File: src/rtl/buserr_mchk_pkg.sv
package buserr_mchk_pkg;
   // captured view of one sampling edge
   typedef struct packed {
      logic hit;      // qualified error seen at this edge
      logic mchk_en;  // exception enable at this edge
   } smp_t;

   // per-cycle response of the decision stage
   typedef struct packed {
      logic term;
      logic exc;
      logic cancel;
      logic halt;
   } resp_t;
endpackage

File: src/rtl/buserr_sample.sv
module buserr_sample
   import buserr_mchk_pkg::*;
#(
   parameter int ADDR_W         = 32,
   parameter bit ERR_ACTIVE_LOW = 1'b1
) (
   input  logic              clk,
   input  logic              rst_n,
   input  logic              xfer_err_pin,
   input  logic              mchk_pin,
   input  logic              mpin_en,
   input  logic              mchk_en,
   input  logic              xact_active,
   input  logic [ADDR_W-1:0] fault_addr,
   output smp_t              smp_q,
   output logic              prev_hit_q,
   output logic [ADDR_W-1:0] saved_addr_q
);
   logic te_act;
   logic mc_act;
   logic hit_d;

   // polarity variant
   if (ERR_ACTIVE_LOW) begin : g_low
      assign te_act = ~xfer_err_pin;
      assign mc_act = ~mchk_pin;
   end else begin : g_high
      assign te_act = xfer_err_pin;
      assign mc_act = mchk_pin;
   end

   assign hit_d = xact_active & (te_act | (mpin_en & mc_act));

   always_ff @(posedge clk or negedge rst_n) begin
      if (!rst_n) begin
         smp_q        <= '0;
         prev_hit_q   <= 1'b0;
         saved_addr_q <= '0;
      end else begin
         smp_q.hit     <= hit_d;
         smp_q.mchk_en <= mchk_en;
         prev_hit_q    <= smp_q.hit;
         if (hit_d && !smp_q.hit) begin
            saved_addr_q <= fault_addr;
         end
      end
   end
endmodule

File: src/rtl/buserr_event.sv
module buserr_event
   import buserr_mchk_pkg::*;
(
   input  logic  clk,
   input  logic  rst_n,
   input  smp_t  smp_q,
   input  logic  prev_hit_q,
   input  logic  insn_exc_req,
   output resp_t resp,
   output logic  insn_exc_grant
);
   logic evt;
   logic halt_q;

   assign evt         = smp_q.hit & ~prev_hit_q;
   assign resp.term   = evt;
   assign resp.exc    = evt & smp_q.mchk_en & ~halt_q;
   assign resp.cancel = resp.exc;
   assign resp.halt   = halt_q | (evt & ~smp_q.mchk_en);

   // bus error outranks the instruction's own exception
   assign insn_exc_grant = insn_exc_req & ~resp.exc;

   always_ff @(posedge clk or negedge rst_n) begin
      if (!rst_n) begin
         halt_q <= 1'b0;
      end else begin
         halt_q <= resp.halt;
      end
   end
endmodule

File: src/rtl/buserr_oe.sv
module buserr_oe (
   input  logic clk,
   input  logic rst_n,
   input  logic xact_active,
   input  logic term,
   output logic dbus_oe
);
   always_ff @(posedge clk or negedge rst_n) begin
      if (!rst_n) begin
         dbus_oe <= 1'b0;
      end else begin
         dbus_oe <= xact_active & ~term;
      end
   end
endmodule

File: src/rtl/buserr_mchk_ctrl.sv
module buserr_mchk_ctrl
   import buserr_mchk_pkg::*;
#(
   parameter int ADDR_W         = 32,
   parameter bit ERR_ACTIVE_LOW = 1'b1
) (
   input  logic              clk,
   input  logic              rst_n,
   input  logic              xfer_err_n,
   input  logic              mchk_pin_n,
   input  logic              mchk_en,
   input  logic              mpin_en,
   input  logic              xact_active,
   input  logic [ADDR_W-1:0] fault_addr,
   input  logic              insn_exc_req,
   output logic              mchk_exc,
   output logic [ADDR_W-1:0] saved_addr,
   output logic              xact_term,
   output logic              dbus_oe,
   output logic              store_cancel,
   output logic              checkstop,
   output logic              insn_exc_grant
);
   if (ADDR_W < 1 || ADDR_W > 64) begin : g_bad_width
      $error("buserr_mchk_ctrl: ADDR_W must be 1..64");
   end

   smp_t  smp_q;
   logic  prev_hit_q;
   resp_t resp;

   buserr_sample #(
      .ADDR_W         (ADDR_W),
      .ERR_ACTIVE_LOW (ERR_ACTIVE_LOW)
   ) u_sample (
      .clk          (clk),
      .rst_n        (rst_n),
      .xfer_err_pin (xfer_err_n),
      .mchk_pin     (mchk_pin_n),
      .mpin_en      (mpin_en),
      .mchk_en      (mchk_en),
      .xact_active  (xact_active),
      .fault_addr   (fault_addr),
      .smp_q        (smp_q),
      .prev_hit_q   (prev_hit_q),
      .saved_addr_q (saved_addr)
   );

   buserr_event u_event (
      .clk            (clk),
      .rst_n          (rst_n),
      .smp_q          (smp_q),
      .prev_hit_q     (prev_hit_q),
      .insn_exc_req   (insn_exc_req),
      .resp           (resp),
      .insn_exc_grant (insn_exc_grant)
   );

   buserr_oe u_oe (
      .clk         (clk),
      .rst_n       (rst_n),
      .xact_active (xact_active),
      .term        (resp.term),
      .dbus_oe     (dbus_oe)
   );

   assign xact_term    = resp.term;
   assign mchk_exc     = resp.exc;
   assign store_cancel = resp.cancel;
   assign checkstop    = resp.halt;
endmodule

File: config.mk
export PLATFORM = sky130hd
export DESIGN_NAME = buserr_mchk_ctrl
export DESIGN_NICKNAME = d
export VERILOG_FILES = /design/src/rtl/buserr_mchk_pkg.sv /design/src/rtl/buserr_sample.sv /design/src/rtl/buserr_event.sv /design/src/rtl/buserr_oe.sv /design/src/rtl/buserr_mchk_ctrl.sv
export SDC_FILE = /design/constraint.sdc
export NUM_CORES = 1
export LEC_CHECK = 0
export ABC_AREA = 1
export BUFFER_PORTS_ARGS = -buffer_cell sky130_fd_sc_hd__buf_2
export CELL_PAD_IN_SITES_DETAIL_PLACEMENT = 1
export CELL_PAD_IN_SITES_GLOBAL_PLACEMENT = 2
export CORE_MARGIN = 5
export CORE_UTILIZATION = 25
export DETAILED_ROUTE_END_ITERATION = 8
export PLACE_DENSITY_LB_ADDON = 0.1
export SLEW_MARGIN = 20
export SYNTH_ARGS = -nofsm -noshare
export SYNTH_HDL_FRONTEND = slang
export SYNTH_SLANG_ARGS = --single-unit
File: constraint.sdc
create_clock -name clk -period 1.3 [get_ports clk]
set_clock_uncertainty 0.15 [all_clocks]
set_input_delay 0.26 -clock clk [delete_from_list [all_inputs] [get_ports clk]]
set_output_delay 0.26 -clock clk [all_outputs]
set_load 0.02 [all_outputs]
-- Word level (Yosys, flattened, before mapping)
Cells that the tools add are included.
- bits in latches: 0
- ROM bits: 0
- bits in writable memories: 0
- output and inout port bits: 38
- logic and storage cells: 25
- bits of input ports: 40
- register bits: 37
- memories: 0
- magnitude comparators: 0
- bitwise gates (word level): 17
- $mul: 0
- equality and inequality tests: 0
- reductions and logical operators: 2
- div/mod/pow operators: 0
- shifts and indexed selects: 0
- add/sub/neg operators: 0
- muxes and demuxes: 0
- operators by type and width (operator ; number):
    1-bit AND ; 8
    1-bit inverter ; 7
    1-bit bitwise OR ; 2
    1-bit logical AND ; 1
    1-bit logical NOT ; 1

-- Depth between registers and ports, before layout
- depth in word-level cells: 6
- mapped depth: 7
- mapped depth without buffers: 6

-- Cells and area by module
Synthesis repeated with hierarchy kept, for this count alone.
- cell total of the unflattened synthesis: 165
- area, all modules: 1539.0 µm²
- by module, submodules not included (module ; sequential area each (µm²) ; area an instance (µm²) ; cells an instance ; instances):
    buserr_sample ; 875.8 ; 1423.9 ; 150 ; 1
    buserr_event ; 25.0 ; 80.1 ; 12 ; 1
    buserr_oe ; 25.0 ; 35.0 ; 3 ; 1

-- Worst setup path after synthesis
Ideal clock, no wire load.
- path kind: register to output
- start point: register u_sample.smp_q[1] (netlist name)
- end point: output store_cancel
- slack: -0.422 ns
- stages on the path, launching flop included: 6
- data required time: 0.890 ns
- arrival time: 1.312 ns
- path buffers: 1
- path through: dfrtp_1 > inv_2 > nor2_2 > nand2_1 > nor2_1 > buf_4
- cells in the longest elaborated chain, start to end: 3
- ends and longest elaborated chain (element ; RTL line ; text):
    1-bit AND ; buserr_event.sv:15 ; assign evt = smp_q.hit & ~prev_hit_q;
    via xact_term ; buserr_mchk_ctrl.sv:18 ; output logic xact_term,
    1-bit AND (2 in a row) ; buserr_event.sv:17 ; assign resp.exc = evt & smp_q.mchk_en & ~halt_q;
    end: declaration ; buserr_mchk_ctrl.sv:20 ; output logic store_cancel,
The timed path passes the listed nets, and every way through them passes these cells.

-- Final worst setup path
- start point: register u_sample.prev_hit_q
- end point: output insn_exc_grant
- cells in the longest elaborated chain, start to end: 6
- ends and longest elaborated chain (element ; RTL line ; text):
    start: declaration ; buserr_sample.sv:16 ; output logic prev_hit_q,
    start signal: assignment ; buserr_sample.sv:42 ; prev_hit_q <= smp_q.hit;
    1-bit inverter ; buserr_event.sv:15 ;
    1-bit AND ; buserr_event.sv:15 ;
    1-bit AND (2 in a row) ; buserr_event.sv:17 ;
    1-bit inverter ; buserr_event.sv:22 ; assign insn_exc_grant = insn_exc_req & ~resp.exc;
    1-bit AND ; buserr_event.sv:22 ;
    end: declaration ; buserr_mchk_ctrl.sv:22 ; output logic insn_exc_grant
Every way passes these cells.

==> impl_results.md <==
- Die ar.: 0.00777 mm^2
- Setup Crit Path Kind: register to output pin
- Hpwl dp: 3570 um
- Vias per inst: 4.56
- H-tree levels: 2
- Flop pwr share: 43.0%
- Initial antenna violation count: 0
- Register Area: a little over 900 um^2
- Drt first pass iters: 4
- Boundary Pins: 78
- Multi-input logic area: around 540 um^2
- PortBufs: 77
- Fin crit period: 1.57 ns
- Status: complete, but fails checks
- Worst skew pair latency: roughly 0.28 ns
- DRT iter0 DRCs: 35
- PD cells: 1430 mW/mm^2
- Final period utilization: 121%
- Post-DRT Antenna Nets: 0
- Synth unique cells: 14
- Worst endpoint data arrival time: 1.16 ns
- GRT Util Overall: 12.7%
- Routed WL per cell: 15.0 um
- Synth Cell Area: 0.00153 mm^2
- Final Net Count: around 290
- Max_slew headroom: 79.2%
- Fillers: roughly 700
- Clock power share: 31.5%
- DIE WIDTH: 88.1 um
- Sequential area share after synthesis: 60.7%
- Delay of the slowest critical-path stage: approximately 0.40 ns
- CTS Sinks: 37
- Die H: 88.1 um
- Most frequent cells in the layout: buf_2, nand2_1, dfrtp_1
- Max-cap violations: 0
- VDD IR-drop max: 0.589 mV
- Worst reg-to-reg path cell count: 6
- Int Power: 2260 uW
- GRT overflow: 0
- CP delay by family, top: flip-flops
- Hold Path Depth: 2
- Setup WS pre-CTS: just over 0.0009 ns
- Cell mode on critical path: nor2_4
- DRC: 0
- Area Overhead vs Synth: 50.2%
- R2r setup slk: 0.02 ns
- Comb pwr share: 25.5%
- Synthesized flop and latch total: 37
- Failing checks: negative setup slack
- Synthesized area per cell: 9.42 um^2
- Worst slew pin tran: 0.313 ns
- Worst Setup SP: u_sample.prev_hit_q$_DFF_PN0_
- Largest net degree at the start of global routing: 33
- Leak: roughly 0.0013 uW
- Crit path max fanout: 3
- Net Sw Frac: 31.2%
- RSZ-0062 raised after global routing: true
- Crit path depth: 5
- Slew Limit Fails: 0
- Row count: 28
- Vias in the first global route: 1,509
- # setup viols final: 5
- Critical Path Sink Type: output pin
- FF-to-FF Start: u_sample.smp_q[1]$_DFF_PN0_
- Number of cells produced by synthesis: 162
- Core Area: 0.00592 mm^2
- Max Buffers Root-to-Sink: 2
- CTS buffer count: 5
- GPL Wtd Cong: 0.763
- CP required: 0.89 ns
- Util after Layout: 38.7%
- Total chip power: 3280 uW
- PnR worst setup slack: -0.270 ns
- NetSw: between 1000 and 1500 uW
- Syn Nets: 202
- Starting Density: between 20 and 30%
- CTS tree: yes
- Commonest non-fill, non-tap cell in the layout: buf_2
- Drt total wl: roughly 4800 um
- Root buf cell: clkbuf_8
- Worst Hold Class: input port to register
- Synth Warn #: 0
- Max Fclk: around 640 MHz
- Cells along the critical path: nor2_4 > nand2_2 > nor2_4 > nor2_2 > buf_6
- CP bufs+invs: 1
- Diodes inserted: 0
- Vias post-DR: 1,467
- Fraction of layout cells with a size suffix above 1: 42.9%
- Clk slew on worst S/H paths: 0.08 ns
- First-pass GRT wire length: 7440 um
- R2R Path End: u_sample.saved_addr_q[1]$_DFFE_PN0P_
- Worst Setup EP: insn_exc_grant
- Worst path slowest cell: dfrtp_1
- Worst setup SP type: register
- Final Hold Fails: 0
-- power by group through the flow --
stage                     combinational, uW  clock [uW]  sequential (uW)
after CTS                               822        1080             1410
after global placement                  783           0             1430
after detailed placement                807           0             1440
after floorplan                         232           0             1640
final                                   834        1030             1410
after global routing                    912        1130             1430
-- Yosys cell counts --
cell	count	area [um^2]
a21oi_1	1	5.00
nand2_4	1	11.3
nand2_1	65	244
o21bai_1	1	7.51
nor2_1	3	11.3
inv_2	1	3.75
nand4_1	32	200
inv_1	4	15.0
buf_4	4	30.0
nand2_2	1	6.26
dfrtp_1	37	926
buf_2	10	50.1
nand3_2	1	10.0
nor2_2	1	6.26
-- logic make-up after synthesis --
group	share of synthesized area, %
simple gates	32.0
flops	60.7
compound gates	0.820
buf+inv	6.48
-- per-stage QoR --
stage	cell area, um^2	instances	TNS [ns]	hold slack, ns
after detailed placement	2050	309	0	0.0216
after global placement	2050	309	0	0.0136
final	2290	322	-1.30	0.0337
after global routing	2290	322	-2.48	0.0209
after floorplan	1560	162	-0.184	-0.186
after CTS	2220	320	-1.36	0.0221
-- sequential cells by signal (all words and copies together), names as in the netlist --
name	count
u_event.halt_q	1
u_sample.prev_hit_q	1
u_oe.dbus_oe	1
u_sample.smp_q	2
u_sample.saved_addr_q	32
-- metal layers --
metal	global-route usage [%]	vias up	wire, um	part of all wire (%)
met2	22.0	49	2420	50
met3	3.86	2	427	8.8
met4	4.26	0	26	0.54
li1	-	706	-	-
met5	0	-	0	0
met1	14.9	710	1960	41
-- repair_timing --
item / 4_1_cts / 5_1_grt
buffers inserted: 1 / 1
hold buffers: 2 / 0
resized for setup: 7 / 11
hold endpoints to repair: 12 / 0
pin swaps: 0 / 1
cloned: 0 / 1
endpoints found under the setup margin: 5 / 31
-- cell type report --
class / count / area share, %
inverters: 5 / 0.819
well taps: 75 / 4.09
clock buffers: 6 / 3.60
multi-input cells: 106 / 23.5
flip-flops and latches: 37 / 40.4
clock inverters: 2 / 1.64
repair buffers: 91 / 26.0
-- worst min-delay path by stage --
stage | from | endpoint | slack (ns)
2_1_floorplan | rst_n | u_event.halt_q$_DFF_PN0_ | -0.19
3_3_place_gp | rst_n | u_sample.saved_addr_q[27]$_DFFE_PN0P_ | 0.01
3_5_place_dp | rst_n | u_sample.saved_addr_q[29]$_DFFE_PN0P_ | 0.02
4_1_cts | xfer_err_n | u_sample.smp_q[1]$_DFF_PN0_ | 0.02
5_1_grt | xfer_err_n | u_sample.smp_q[1]$_DFF_PN0_ | 0.02
6_report | xfer_err_n | u_sample.smp_q[1]$_DFF_PN0_ | 0.03
Power figures use the tool's default switching activity.
